**src/rtl/usb_ctl_pkg.sv**
```systemverilog
package usb_ctl_pkg;
  // control register bit positions
  localparam int CTL_PPRST  = 6;
  localparam int CTL_PKTDIS = 4;
  localparam int CTL_RESUME = 2;
  localparam int CTL_SUSP   = 1;
  // configuration register bit positions
  localparam int CFG_PUE    = 4;
  localparam int CFG_XDIS   = 3;
  localparam int CFG_FS     = 2;
  localparam int CFG_PPM_LO = 0;
  localparam int PPM_W      = 2;

  typedef struct packed {
    logic pprst;
    logic pktdis;
    logic resume;
    logic susp;
  } ctl_t;

  typedef struct packed {
    logic             pue;
    logic             xdis;
    logic             fs;
    logic [PPM_W-1:0] ppm;
  } cfg_t;

  typedef struct packed {
    logic dp;
    logic dm;
    logic oe;
  } line_t;

  typedef struct packed {
    logic dp;
    logic dm;
    logic rcv;
  } rx_t;
endpackage

```
**src/rtl/usb_ctl_ctrlreg.sv**
```systemverilog
module usb_ctl_ctrlreg
  import usb_ctl_pkg::*;
#(
  parameter int DW = 8
) (
  input  logic          clk,
  input  logic          rst_n,
  input  logic          wr_en,
  input  logic [DW-1:0] wdata,
  input  logic          setup_rx,
  output ctl_t          ctl_q,
  output logic          clk_en_q,
  output logic [DW-1:0] rdata
);
  ctl_t ctl_d;
  logic ctl_ce;
  logic clk_en_d;

  // next-state
  always_comb begin
    ctl_d = ctl_q;
    if (wr_en) begin
      ctl_d.pprst  = wdata[CTL_PPRST];
      ctl_d.resume = wdata[CTL_RESUME];
      ctl_d.susp   = wdata[CTL_SUSP];
      if (!wdata[CTL_PKTDIS]) ctl_d.pktdis = 1'b0;
    end
    if (setup_rx) ctl_d.pktdis = 1'b1;
  end

  assign ctl_ce   = wr_en | setup_rx;
  assign clk_en_d = ~ctl_q.susp;

  // registers
  always_ff @(posedge clk or negedge rst_n) begin
    if (!rst_n) begin
      ctl_q <= '0;
    end else if (ctl_ce) begin
      ctl_q <= ctl_d;
    end
  end

  always_ff @(posedge clk or negedge rst_n) begin
    if (!rst_n) begin
      clk_en_q <= 1'b1;
    end else begin
      clk_en_q <= clk_en_d;
    end
  end

  // read view
  always_comb begin
    rdata             = '0;
    rdata[CTL_PPRST]  = ctl_q.pprst;
    rdata[CTL_PKTDIS] = ctl_q.pktdis;
    rdata[CTL_RESUME] = ctl_q.resume;
    rdata[CTL_SUSP]   = ctl_q.susp;
  end
endmodule

```
**src/rtl/usb_ctl_cfgreg.sv**
```systemverilog
module usb_ctl_cfgreg
  import usb_ctl_pkg::*;
#(
  parameter int DW = 8
) (
  input  logic          clk,
  input  logic          rst_n,
  input  logic          wr_en,
  input  logic [DW-1:0] wdata,
  output cfg_t          cfg_q,
  output logic [DW-1:0] rdata
);
  cfg_t cfg_d;

  always_comb begin
    cfg_d      = cfg_q;
    cfg_d.pue  = wdata[CFG_PUE];
    cfg_d.xdis = wdata[CFG_XDIS];
    cfg_d.fs   = wdata[CFG_FS];
    cfg_d.ppm  = wdata[CFG_PPM_LO +: PPM_W];
  end

  always_ff @(posedge clk or negedge rst_n) begin
    if (!rst_n) begin
      cfg_q <= '0;
    end else if (wr_en) begin
      cfg_q <= cfg_d;
    end
  end

  always_comb begin
    rdata                         = '0;
    rdata[CFG_PUE]                = cfg_q.pue;
    rdata[CFG_XDIS]               = cfg_q.xdis;
    rdata[CFG_FS]                 = cfg_q.fs;
    rdata[CFG_PPM_LO +: PPM_W]    = cfg_q.ppm;
  end
endmodule

```
**src/rtl/usb_ctl_linemux.sv**
```systemverilog
module usb_ctl_linemux
  import usb_ctl_pkg::*;
(
  input  logic  xdis,
  input  logic  fs,
  input  logic  susp,
  input  logic  resume,
  input  line_t sie_tx,
  input  rx_t   otx_rx,
  input  rx_t   xt_rx,
  output line_t otx_tx,
  output line_t xt_tx,
  output rx_t   sie_rx
);
  line_t j_st;
  line_t k_st;
  line_t act;

  always_comb begin
    j_st.dp = fs;
    j_st.dm = ~fs;
    j_st.oe = 1'b0;
    k_st.dp = ~fs;
    k_st.dm = fs;
    k_st.oe = 1'b1;
  end

  // resume beats suspend, suspend beats SIE traffic
  always_comb begin
    if (resume)    act = k_st;
    else if (susp) act = j_st;
    else           act = sie_tx;
  end

  always_comb begin
    if (xdis) begin
      xt_tx  = act;
      otx_tx = j_st;
      sie_rx = xt_rx;
    end else begin
      otx_tx = act;
      xt_tx  = j_st;
      sie_rx = otx_rx;
    end
  end
endmodule

```
**src/rtl/usb_ctl_regs.sv**
```systemverilog
module usb_ctl_regs
  import usb_ctl_pkg::*;
#(
  parameter int          DW       = 8,
  parameter int          ADDR_W   = 2,
  parameter int unsigned CTL_ADDR = 0,
  parameter int unsigned CFG_ADDR = 1
) (
  input  logic          clk,
  input  logic          rst_n,
  input  logic [ADDR_W-1:0] reg_addr,
  input  logic          reg_wr,
  input  logic [DW-1:0] reg_wdata,
  output logic [DW-1:0] reg_rdata,
  input  logic          sie_setup_rx,
  output logic          pkt_dis,
  output logic          pp_ptr_rst,
  output logic          resume_on,
  output logic          sie_clk_en,
  output logic          full_speed,
  output logic          dp_pullup,
  output logic          dm_pullup,
  input  logic          sie_dp,
  input  logic          sie_dm,
  input  logic          sie_oe,
  output logic          sie_rx_dp,
  output logic          sie_rx_dm,
  output logic          sie_rx_rcv,
  output logic          otx_dp,
  output logic          otx_dm,
  output logic          otx_oe,
  input  logic          otx_dp_in,
  input  logic          otx_dm_in,
  input  logic          otx_rcv_in,
  output logic          xt_vpo,
  output logic          xt_vmo,
  output logic          xt_oe_n,
  input  logic          xt_vp,
  input  logic          xt_vm,
  input  logic          xt_rcv
);
  localparam logic [ADDR_W-1:0] CTL_A = ADDR_W'(CTL_ADDR);
  localparam logic [ADDR_W-1:0] CFG_A = ADDR_W'(CFG_ADDR);

  ctl_t          ctl_q;
  cfg_t          cfg_q;
  logic          ctl_wr, cfg_wr;
  logic [DW-1:0] ctl_rd, cfg_rd;
  line_t         sie_tx, otx_tx, xt_tx;
  rx_t           otx_rx, xt_rx, sie_rx;
  logic          onchip_pu;

  assign ctl_wr = reg_wr && (reg_addr == CTL_A);
  assign cfg_wr = reg_wr && (reg_addr == CFG_A);

  usb_ctl_ctrlreg #(.DW(DW)) i_ctrl (
    .clk      (clk),
    .rst_n    (rst_n),
    .wr_en    (ctl_wr),
    .wdata    (reg_wdata),
    .setup_rx (sie_setup_rx),
    .ctl_q    (ctl_q),
    .clk_en_q (sie_clk_en),
    .rdata    (ctl_rd)
  );

  usb_ctl_cfgreg #(.DW(DW)) i_cfg (
    .clk   (clk),
    .rst_n (rst_n),
    .wr_en (cfg_wr),
    .wdata (reg_wdata),
    .cfg_q (cfg_q),
    .rdata (cfg_rd)
  );

  always_comb begin
    if (reg_addr == CTL_A)      reg_rdata = ctl_rd;
    else if (reg_addr == CFG_A) reg_rdata = cfg_rd;
    else                        reg_rdata = '0;
  end

  assign pkt_dis    = ctl_q.pktdis;
  assign resume_on  = ctl_q.resume;
  assign pp_ptr_rst = ctl_q.pprst && (cfg_q.ppm != '0);
  assign full_speed = cfg_q.fs;
  assign onchip_pu  = cfg_q.pue && !cfg_q.xdis;
  assign dp_pullup  = onchip_pu && cfg_q.fs;
  assign dm_pullup  = onchip_pu && !cfg_q.fs;

  assign sie_tx = '{dp: sie_dp, dm: sie_dm, oe: sie_oe};
  assign otx_rx = '{dp: otx_dp_in, dm: otx_dm_in, rcv: otx_rcv_in};
  assign xt_rx  = '{dp: xt_vp, dm: xt_vm, rcv: xt_rcv};

  usb_ctl_linemux i_mux (
    .xdis   (cfg_q.xdis),
    .fs     (cfg_q.fs),
    .susp   (ctl_q.susp),
    .resume (ctl_q.resume),
    .sie_tx (sie_tx),
    .otx_rx (otx_rx),
    .xt_rx  (xt_rx),
    .otx_tx (otx_tx),
    .xt_tx  (xt_tx),
    .sie_rx (sie_rx)
  );

  assign otx_dp     = otx_tx.dp;
  assign otx_dm     = otx_tx.dm;
  assign otx_oe     = otx_tx.oe;
  assign xt_vpo     = xt_tx.dp;
  assign xt_vmo     = xt_tx.dm;
  assign xt_oe_n    = ~xt_tx.oe;
  assign sie_rx_dp  = sie_rx.dp;
  assign sie_rx_dm  = sie_rx.dm;
  assign sie_rx_rcv = sie_rx.rcv;
endmodule

```
**config.mk**
```make
export PLATFORM = sky130hd
export DESIGN_NAME = usb_ctl_regs
export DESIGN_NICKNAME = d
export VERILOG_FILES = /design/src/rtl/usb_ctl_pkg.sv /design/src/rtl/usb_ctl_ctrlreg.sv /design/src/rtl/usb_ctl_cfgreg.sv /design/src/rtl/usb_ctl_linemux.sv /design/src/rtl/usb_ctl_regs.sv
export SDC_FILE = /design/constraint.sdc
export NUM_CORES = 1
export LEC_CHECK = 0
export CAP_MARGIN = 25
export CORE_AREA = 5 5 42 44
export CTS_BUF_LIST = sky130_fd_sc_hd__clkbuf_16
export CTS_CLUSTER_SIZE = 40
export DETAILED_ROUTE_END_ITERATION = 6
export DIE_AREA = 0 0 47 49
export DONT_BUFFER_PORTS = 1
export GPL_ROUTABILITY_DRIVEN = 0
export PLACE_DENSITY_LB_ADDON = 0.1
export SLEW_MARGIN = 20
export SYNTH_ARGS = -nofsm -noshare
export SYNTH_HDL_FRONTEND = slang
export SYNTH_SLANG_ARGS = --single-unit
```
**constraint.sdc**
```tcl
create_clock -name clk -period 1.4 [get_ports clk]
set_input_delay 0.28 -clock clk [delete_from_list [all_inputs] [get_ports clk]]
set_output_delay 0.28 -clock clk [all_outputs]
set_load 0.01 [all_outputs]
```
==> results by group <==
Power and ir drop
  • Total power: 1.42 mW
  • Combinational group share of total power: 0.351
  • VDD IR-drop max: 1400 uV
  • Flop pwr share: 0.296
  • Sw Share: 0.305
  • Pwr/cell area: 1530 nW/um2
  • P_int: 0.985 mW
  • Clk pwr share: 0.353
  • Leak: 0.425 nW
  • Switching power: 0.432 mW

Floorplanning
  • Core Rows: 14
  • Die height: 49 um
  • Die W: 47 um
  • Initial Util: 0.480
  • Die ar.: 2300 um2
  • Ports: 47
  • Core area: 1400 um2

STA
  • Max-slew violations: 0
  • Final period util: 1.10
  • Final Hold Fails: 0
  • RSZ-0062 raised after global routing: true
  • Final worst slack: -0.139 ns
  • Final Critical Period: 1.54 ns
  • Final setup fails: 8
  • Setup TNS: -0.587 ns
  • Maximum clock frequency: 650 MHz
  • Setup Skew: 0.000187 ns
  • Hold_ws: 0.169 ns

Clocking
  • Clk buf depth: 2
  • Num CTS Buffers: 3
  • H-tree levels: 1
  • Clock insertion delay at the later pin of the skew report: 0.23 ns
  • Reg clk slew, reported paths: 0.04 ns
  • CTS Sinks: 10
  • Clock root cell: clkbuf_16
  • CTS tree: done

Critical path
  • CP Data Arrival Time: 1.26 ns
  • FF-to-FF path depth: 2
  • Crit. End Element: output pin
  • Startpoint Class: flop
  • FF-to-FF Start: i_cfg.cfg_q[2]
  • Flop2flop setup slack: 0.39 ns
  • R2r endpoint: i_cfg.cfg_q[2]
  • Req. time, crit path: 1.12 ns
  • Critical path type: reg -> out
  • Crit-path max FO: 5

Cells and area
  • Final Core Density: 0.661
  • # diodes: 0
  • Area Growth Syn to Fin: 37.5%
  • # nets final: 99
  • Layout cell share with drive strength beyond 1: 0.613
  • Final Instance Area: 926 um2

Synth
  • Multiplexer share of the synthesized area: 0.240
  • Post-synthesis compound-gate area fraction: 0.102
  • Post-synth top area share: 0.335
  • Count of different cell masters after synthesis: 26
  • Netlist Area Pre-Place: 673 um2
  • Combinational family with the most area after synthesis: multiplexers
  • Syn Inst Count: 65
  • Largest cells by area after synthesis: dfrtp_1 33%, mux2_4 11%, mux2_2 8.4%
  • Register bit total from synthesis: 10
  • Seq/Total Area, Yosys: 0.374
  • Adder-Cell Fraction of Synth Area: 0
  • Post-synthesis simple-gate area fraction: 0.216
  • Mapped Avg Cell Area: 10.4 um2
  • Largest area contributor in the netlist: dfrtp_1
  • Xor-xnor portion of the synthesized cell area: 0
  • Synth warn: 0

Global route
  • Total gr overflow: 0
  • Global-route wire length before repair: 2.45 mm
  • Largest net degree at the start of global routing: 11
  • Total Routing Usage GR: 0.143
  • Initial antenna violation count: 0
  • Vias in the first global route: 533

Flow run
  • Max-Cap Viols: 0

Route
  • ANT nets after route: 0
  • 1st-iter DRT viols: 4
  • Drt wl/cell: 17.0 um
  • Via Count: 504
  • DRC errors left: 0
  • Initial DRT Pass Iterations: 4
  • Post-Route WL: 1.55 mm
  • Via/cell ratio: 5.54

Hold path
  • Min-delay src: reg_wdata[1]
  • Worst Hold Class: in -> reg
  • Hold Path Sink: i_ctrl.ctl_q[0]
  • Hold depth: 2

Run status
  • Failing checks: negative setup slack
  • Outcome: complete, but fails checks

Place
  • IO buf count: 0
  • Final HPWL DP: 1.21 mm
  • DP Area: 707 um2
metrics by stage:
| stage | cells | setup slack [ns] |
|---|---|---|
| after global placement | 83 | 0.0808 |
| after CTS | 91 | -0.123 |
| after global routing | 91 | -0.185 |
| final | 91 | -0.139 |
| after detailed placement | 83 | 0.0837 |
| after floorplan | 66 | 0.0502 |
cells in the mapped netlist:
master / count
dfrtp_1: 9
nor2_1: 9
a21oi_1: 6
mux2_2: 5
mux2_4: 5
mux2i_1: 3
nand2_1: 3
nor3b_1: 3
and2_2: 2
buf_4: 2
inv_1: 2
nand2b_1: 2
a221oi_1: 1
a311o_1: 1
and3_1: 1
buf_2: 1
buf_6: 1
clkbuf_1: 1
conb_1: 1
dfstp_2: 1
nand2_4: 1
nor2b_4: 1
nor3b_4: 1
o21a_1: 1
o21ai_0: 1
o31ai_1: 1
how the worst max path moves through the flow:
stage | to | from | cells past startpoint
floorplan | otx_dm | i_ctrl.ctl_q[1] | 3
global placement | otx_dm | i_ctrl.ctl_q[1] | 4
finish | xt_vmo | i_ctrl.ctl_q[1] | 4
detailed placement | otx_dm | i_ctrl.ctl_q[1] | 4
global route | otx_dm | i_ctrl.ctl_q[1] | 4
CTS | xt_vmo | i_ctrl.ctl_q[1] | 3
registers in the layout, summed over array words and instances, names as in the netlist:
| name | flops |
|---|---|
| i_cfg.cfg_q | 5 |
| i_ctrl.ctl_q | 4 |
| i_ctrl.clk_en_q | 1 |
cells by family (layout without fill, tap and decap cells):
family                 Yosys count  count (layout)
buffers and inverters            7              16
flip-flops                      10              10
multiplexers                    13              13
other                            1               2
AO/OA/AOI/OAI                   11              11
AND/OR/NAND/NOR                 23              23
final cells by class:
class | count | area (um2)
fill | 114 | 475
sequential | 10 | 256
multi-input combinational | 49 | 470
timing repair buffer | 10 | 92.6
tap | 16 | 20.0
inverter | 2 | 7.51
clock inverter | 1 | 3.75
clock buffer | 3 | 75.1
power by group through the flow:
stage	Clock [mW]	Combinational, mW	Sequential (mW)
2_1_floorplan	0	0.287	0.391
3_3_place_gp	0	0.360	0.404
3_5_place_dp	0	0.363	0.404
4_1_cts	0.506	0.477	0.414
5_1_grt	0.528	0.533	0.431
6_report	0.500	0.498	0.420
worst max-delay path, stage by stage, from the launching register on:
cell,delay (ns)
dfrtp_2,0.43
buf_6,0.14
nand2_4,0.05
nor2_1,0.04
a311o_1,0.37
layout by cell type (no fill, tap or decap), drive strengths merged:
| master | n |
|---|---|
| nor2 | 9 |
| and2 | 2 |
| dlygate4sd3 | 1 |
| a221oi | 1 |
| nand2b | 2 |
| o21ai | 1 |
| o31ai | 1 |
| mux2i | 3 |
| o21a | 1 |
| and3 | 1 |
| buf | 9 |
| conb | 2 |
| inv | 3 |
| a311o | 1 |
| dfstp | 1 |
| clkbuf | 3 |
| nor3b | 4 |
| mux2 | 10 |
| nand2 | 4 |
| nor2b | 1 |
| a21oi | 6 |
| dfrtp | 9 |
metal layers:
metal / vias up / share of wire / GRT usage
met2: 23 / 0.51 / 0.238
met4: 0 / 0.010 / 0.0415
li1: 242 / - / -
met3: 2 / 0.083 / 0.0554
met5: - / 0 / 0
met1: 237 / 0.40 / 0.164
timing repair:
action | in CTS | in global routing
gates resized for setup | 21 | 7
endpoints found under the hold margin | 10 | 0
setup endpoints to repair | 10 | 10
pin swaps | 3 | 1
gates cloned | 0 | 0
buffers inserted | 3 | 0
hold buffers | 1 | 0
No activity file was read; power rests on OpenSTA's default activity.
